File: config.mk
export PLATFORM = sky130hd
export DESIGN_NAME = sample_rate_timer
export DESIGN_NICKNAME = d
export VERILOG_FILES = /design/src/rtl/srt_pkg.sv /design/src/rtl/srt_regs.sv /design/src/rtl/srt_period.sv /design/src/rtl/srt_issue.sv /design/src/rtl/sample_rate_timer.sv
export SDC_FILE = /design/constraint.sdc
export NUM_CORES = 1
export LEC_CHECK = 0
export ABC_AREA = 1
export BUFFER_PORTS_ARGS = -buffer_cell sky130_fd_sc_hd__buf_2
export CORE_ASPECT_RATIO = 1.4
export CORE_UTILIZATION = 45
export CTS_CLUSTER_DIAMETER = 60
export DETAILED_ROUTE_END_ITERATION = 7
export PLACE_DENSITY = 0.7
export SLEW_MARGIN = 20
export SYNTH_ARGS = -nofsm -noshare
export SYNTH_HDL_FRONTEND = slang
export SYNTH_SLANG_ARGS = --single-unit
File: constraint.sdc
create_clock -name clk -period 3.3 [get_ports clk]
set_input_delay 0.165 -clock clk [delete_from_list [all_inputs] [get_ports clk]]
set_output_delay 0.165 -clock clk [all_outputs]
set_load 0.05 [all_outputs]
File: src/rtl/srt_pkg.sv
package srt_pkg;

    localparam int CNT_W = 32;
    localparam int BE_W  = CNT_W / 8;

    typedef enum logic {
        TGT_PERIOD = 1'b0,
        TGT_MASK   = 1'b1
    } wr_target_e;

    typedef struct packed {
        logic             valid;
        wr_target_e       target;
        logic [BE_W-1:0]  be;
        logic [CNT_W-1:0] data;
    } wr_req_t;

    // Clamp a programmed count to the converter's minimum period.
    function automatic logic [CNT_W-1:0] clamp_period(
        input logic [CNT_W-1:0] raw,
        input logic [CNT_W-1:0] floor_cnt
    );
        return (raw < floor_cnt) ? floor_cnt : raw;
    endfunction

endpackage

File: src/rtl/srt_regs.sv
module srt_regs
    import srt_pkg::*;
#(
    parameter int NUM_CH = 16
) (
    input  logic              clk,
    input  logic              rst,
    input  wr_req_t           req,
    output logic [CNT_W-1:0]  count_q,
    output logic [NUM_CH-1:0] mask_q,
    output logic              restart
);
    localparam logic [BE_W-1:0] FULL_BE = '1;

    logic period_wr;
    logic mask_wr;

    assign period_wr = req.valid && (req.target == TGT_PERIOD) && (req.be == FULL_BE);
    assign mask_wr   = req.valid && (req.target == TGT_MASK);

    assign restart = period_wr ||
                     (mask_wr && (mask_q == '0) && (req.data[NUM_CH-1:0] != '0));

    always_ff @(posedge clk) begin
        if (rst) begin
            count_q <= '0;
            mask_q  <= '0;
        end else begin
            if (period_wr) count_q <= req.data;
            if (mask_wr)   mask_q  <= req.data[NUM_CH-1:0];
        end
    end

endmodule

File: src/rtl/srt_period.sv
module srt_period
    import srt_pkg::*;
#(
    parameter int MIN_CNT = 250
) (
    input  logic             clk,
    input  logic             rst,
    input  logic [CNT_W-1:0] count_q,
    input  logic             active,
    input  logic             restart,
    output logic             expire
);
    localparam logic [CNT_W-1:0] FLOOR = CNT_W'(MIN_CNT);

    logic [CNT_W-1:0] period;
    logic [CNT_W-1:0] phase_q;
    logic             at_end;

    assign period = clamp_period(count_q, FLOOR);
    assign at_end = (phase_q == period - 1'b1);
    assign expire = active && at_end && !restart;

    always_ff @(posedge clk) begin
        if (rst || restart || !active || at_end) begin
            phase_q <= '0;
        end else begin
            phase_q <= phase_q + 1'b1;
        end
    end

endmodule

File: src/rtl/srt_issue.sv
module srt_issue #(
    parameter int NUM_CH = 16
) (
    input  logic              clk,
    input  logic              rst,
    input  logic              expire,
    input  logic              restart,
    input  logic              busy,
    input  logic [NUM_CH-1:0] mask_q,
    output logic [NUM_CH-1:0] start_q
);
    logic active;
    logic held_q;
    logic fire;

    assign active = (mask_q != '0);
    assign fire   = (expire || held_q) && !busy && active && !restart;

    always_ff @(posedge clk) begin
        if (rst || restart || !active) begin
            held_q <= 1'b0;
        end else begin
            held_q <= (expire || held_q) && busy;
        end
    end

    for (genvar ch = 0; ch < NUM_CH; ch++) begin : g_lane
        always_ff @(posedge clk) begin
            if (rst) begin
                start_q[ch] <= 1'b0;
            end else begin
                start_q[ch] <= fire && mask_q[ch];
            end
        end
    end

endmodule

File: src/rtl/sample_rate_timer.sv
module sample_rate_timer
    import srt_pkg::*;
#(
    parameter int NUM_CH        = 16,
    parameter int CLK_PS        = 8000,
    parameter int MIN_PERIOD_PS = 2000000,
    localparam int MIN_CNT      = (MIN_PERIOD_PS + CLK_PS - 1) / CLK_PS
) (
    input  logic              clk,
    input  logic              rst,
    input  logic              wr_en,
    input  logic              wr_sel,
    input  logic [3:0]        wr_be,
    input  logic [31:0]       wr_data,
    input  logic              conv_busy,
    output logic [NUM_CH-1:0] conv_start
);
    wr_req_t           req;
    logic [CNT_W-1:0]  cnt_reg;
    logic [NUM_CH-1:0] en_mask;
    logic              restart;
    logic              expire;

    assign req.valid  = wr_en;
    assign req.target = wr_target_e'(wr_sel);
    assign req.be     = wr_be;
    assign req.data   = wr_data;

    srt_regs #(.NUM_CH(NUM_CH)) i_regs (
        .clk     (clk),
        .rst     (rst),
        .req     (req),
        .count_q (cnt_reg),
        .mask_q  (en_mask),
        .restart (restart)
    );

    srt_period #(.MIN_CNT(MIN_CNT)) i_period (
        .clk     (clk),
        .rst     (rst),
        .count_q (cnt_reg),
        .active  (en_mask != '0),
        .restart (restart),
        .expire  (expire)
    );

    srt_issue #(.NUM_CH(NUM_CH)) i_issue (
        .clk     (clk),
        .rst     (rst),
        .expire  (expire),
        .restart (restart),
        .busy    (conv_busy),
        .mask_q  (en_mask),
        .start_q (conv_start)
    );

endmodule

==> summary.md <==
| Metric | Value |
|---|---|
| DRT antenna net count | `0` |
| Unique masters post-synth | `33` |
| Post-DP HPWL | `about 11000 microns` |
| Final core occ | `between 50% and 60%` |
| Overflow left after global routing | `0` |
| Fin cells | `about 1000` |
| CP Data Required Time | `approximately 3.6 ns` |
| Port bufs | `56` |
| Worst rel slew slack | `approximately 52%` |
| PwrDens | `around 420 mW/mm^2` |
| Syn-to-layout area delta | `19.5%` |
| Synth Area in Compound Gates | `between 8 and 9%` |
| Crit path DAT | `3.41 ns` |
| Crit start category | `register` |
| Hold_buf cts | `0` |
| Via Count | `5322` |
| Nets | `937` |
| Run status | `finished, final reports clean` |
| Initial drt markers | `260` |
| I/O pin cnt | `57` |
| Fillers | `1163` |
| Worst R2R End | `i_issue.start_q[4]` |
| TritonCTS clock tree | `yes` |
| Dpl ws | `0.0615 ns` |
| Setup Viol. Count Final | `0` |
| R2R setup slack | `0.17 ns` |
| Syn nets | `approximately 860` |
| Total Wirelength | `14400 microns` |
| Core ar. | `0.0115 sq mm` |
| Starting Density | `46.8%` |
| Final WS setup | `0.171 ns` |
| Max stage delay on crit path | `between 0.3 and 0.4 ns` |
| Synth Area in XOR/XNOR | `5.69%` |
| Synthesis Warnings | `0` |
| RePlAce Congestion | `between 0.9 and 1` |
| Largest net degree at the start of global routing | `between 50 and 60` |
| Die width | `~94 microns` |
| TNS Setup | `0 ns` |
| Tmin final | `3.13 ns` |
| Multi-input gate area | `0.00309 sq mm` |
| Hold EP | `i_regs.count_q[0]` |
| Die Height | `131 microns` |
| Synth Cell Area | `0.00539 sq mm` |
| Seq/Total Area, Yosys | `36.1%` |
| Worst Path Max Fanout | `8` |
| CTS Buf Count | `9` |
| Clk slew on worst S/H paths | `0.07 ns` |
| Full die area | `0.0124 sq mm` |
| Vias in the first global route | `~4700` |
| CP Capture Type | `register` |
| Max_cap viols | `0` |
| Max Slew Vio Count | `0` |
| Clk_lat worst skew | `0.35 ns` |
| Site Rows | `46` |
| Period utilization | `a little over nine tenths` |
| Worst Hold Depth | `3` |
| Vias/cell | `5.11` |
| Hold Vio Cnt, Final | `0` |
| # diodes | `0` |
| Adder-cell share of the synthesized area | `less than 1%` |
| Clk_skew | `0.0118 ns` |
| Ratio of cells with drive above 1 in the final layout | `19.9%` |
| Mean post-synth cell area | `6.57 sq um` |
| Overall Power | `2.72 mW` |
| Setup CP Type | `reg -> reg` |
| Hold Crit Class | `in -> reg` |
| Least-Margin Pin Slew | `0.724 ns` |
| Leakage power | `between 2 and 3 nW` |
| Clock Tree Buf Depth | `2` |
| First-pass DRT Iterations | `5` |
| Achievable clock frequency | `320 MHz` |
| First-pass GRT wire length | `22600 microns` |
| CP startpoint | `i_regs.count_q[9]` |
| Worst vdd ir | `0.332 mV` |
| Total track usage | `23.1%` |
| Mux cell area share after synthesis | `0%` |
| Htree depth | `3` |
| R2r worst-path depth | `26` |
| FF+latch count, synth | `slightly below 100` |
| Drt drc | `0` |
| CTS root buf | `clkbuf_16` |
| Simple-gate portion of the synthesized area | `between 30% and 40%` |
| Initial antenna violation count | `0` |
| Hold path start | `wr_data[0]` |
| Routed length per placed instance | `13.8 microns` |
| Synthesized instance count | `820` |
| # clock sinks | `97` |
| Largest family of logic cells by synthesized area | `simple AND/OR/NAND/NOR gates` |
| Dpl cells | `1015` |
| Critical path's slowest cell | `dfxtp_2` |
| Sequential standard cell area | `slightly below 0.002 sq mm` |
| RR Startpoint | `i_regs.count_q[9]` |
==> logic make-up after synthesis <==
logic type	after synthesis
AO/OA/AOI/OAI	87
XOR/XNOR	35
adder cells (fa/ha/maj)	2
buffers and inverters	130
flip-flops	97
AND/OR/NAND/NOR	469
==> registers in the layout, summed over array words and instances (netlist names) <==
register	count
i_regs.mask_q	16
i_regs.count_q	32
i_issue.held_q	1
i_issue.start_q	16
i_period.phase_q	32
==> Yosys cell counts <==
master	number	area (sq um)
nand3b_1	4	30.0
xor2_1	25	219
nand4_2	1	12.5
nand2_1	161	604
nor2_1	153	574
nor3_1	31	155
nor4_1	14	87.6
nand3_4	2	35.0
nor3b_1	1	7.51
nand2_4	3	33.8
a31oi_1	1	6.26
a21oi_1	30	150
o21ai_1	1	5.00
nand3_2	2	20.0
dfxtp_1	97	1940
inv_2	1	3.75
clkinv_1	3	11.3
xnor2_1	10	87.6
buf_6	2	22.5
buf_4	3	22.5
nor2_4	5	56.3
nand4_1	17	106
nand2_2	7	43.8
nor4b_1	1	8.76
nor3_2	3	30.0
o21ai_0	54	270
nor2_2	18	113
ha_1	2	25.0
nand3_1	46	230
buf_8	1	15.0
inv_1	106	398
o21bai_1	1	7.51
clkbuf_1	14	52.6
==> worst max-delay path by stage <==
stage / endpoint / cells after the start / slack, ns
final: i_issue.start_q[4] / 26 / 0.17
after global routing: i_issue.start_q[4] / 25 / -0.01
after CTS: i_issue.start_q[3] / 25 / 0.03
after detailed placement: i_issue.start_q[3] / 23 / 0.06
after global placement: i_period.phase_q[13] / 24 / 0.16
after floorplan: i_period.phase_q[13] / 24 / 0.42
==> metrics by stage <==
| stage | cell area, sq um | hold slack [ns] |
|---|---|---|
| floorplan | 5390 | 0.288 |
| global placement | 5860 | 0.425 |
| detailed placement | 5860 | 0.433 |
| CTS | 6150 | 0.0666 |
| global route | 6440 | 0.0776 |
| finish | 6440 | 0.0753 |
==> cell usage in the layout, fill, tap and decap left out, types with 10 or more instances in the layout <==
cell,n
dfxtp_1,84
xnor2_1,10
nand4_1,17
buf_4,21
nor3_1,30
nand2_2,11
a21oi_1,30
inv_1,104
xor2_1,25
buf_2,57
clkbuf_16,10
nor4_1,14
nor2_4,15
nor2_1,139
dfxtp_2,13
nor2_2,22
nand2_1,154
nand3_1,45
o21ai_0,54
==> power breakdown <==
group | internal (mW) | switching (mW)
Sequential | 1.19 | 0.0224
Clock | 0.527 | 0.500
Combinational | 0.170 | 0.304
==> timing repair <==
| action | in CTS | in global routing |
|---|---|---|
| buffers inserted | 0 | 8 |
| endpoints found under the setup margin | 0 | 49 |
| gates resized for setup | 0 | 56 |
==> worst max-delay path: cells and delay by family (launching register included) <==
family                   cells  cell delay [ns]
AND/OR/NAND/NOR             23             2.37
flip-flops                   1             0.36
buffers and inverters        2             0.15
adder cells (fa/ha/maj)      1             0.17
==> per-layer routing <==
metal,up-vias,global-route usage [%],wire length [microns]
li1,2755,-,-
met4,0,9.76,503
met3,38,3.36,437
met5,-,0,0
met2,135,39.3,7390
met1,2394,28.6,6030
==> area by class of cell <==
cell class / count / area share [%]
timing repair buffer: 82 / 7.93
clock inverter: 6 / 0.894
clock buffer: 9 / 3.50
tap: 144 / 2.80
inverter: 110 / 6.41
multi-input combinational: 594 / 48.1
sequential: 97 / 30.4
No activity file was read; power rests on OpenSTA's default activity.
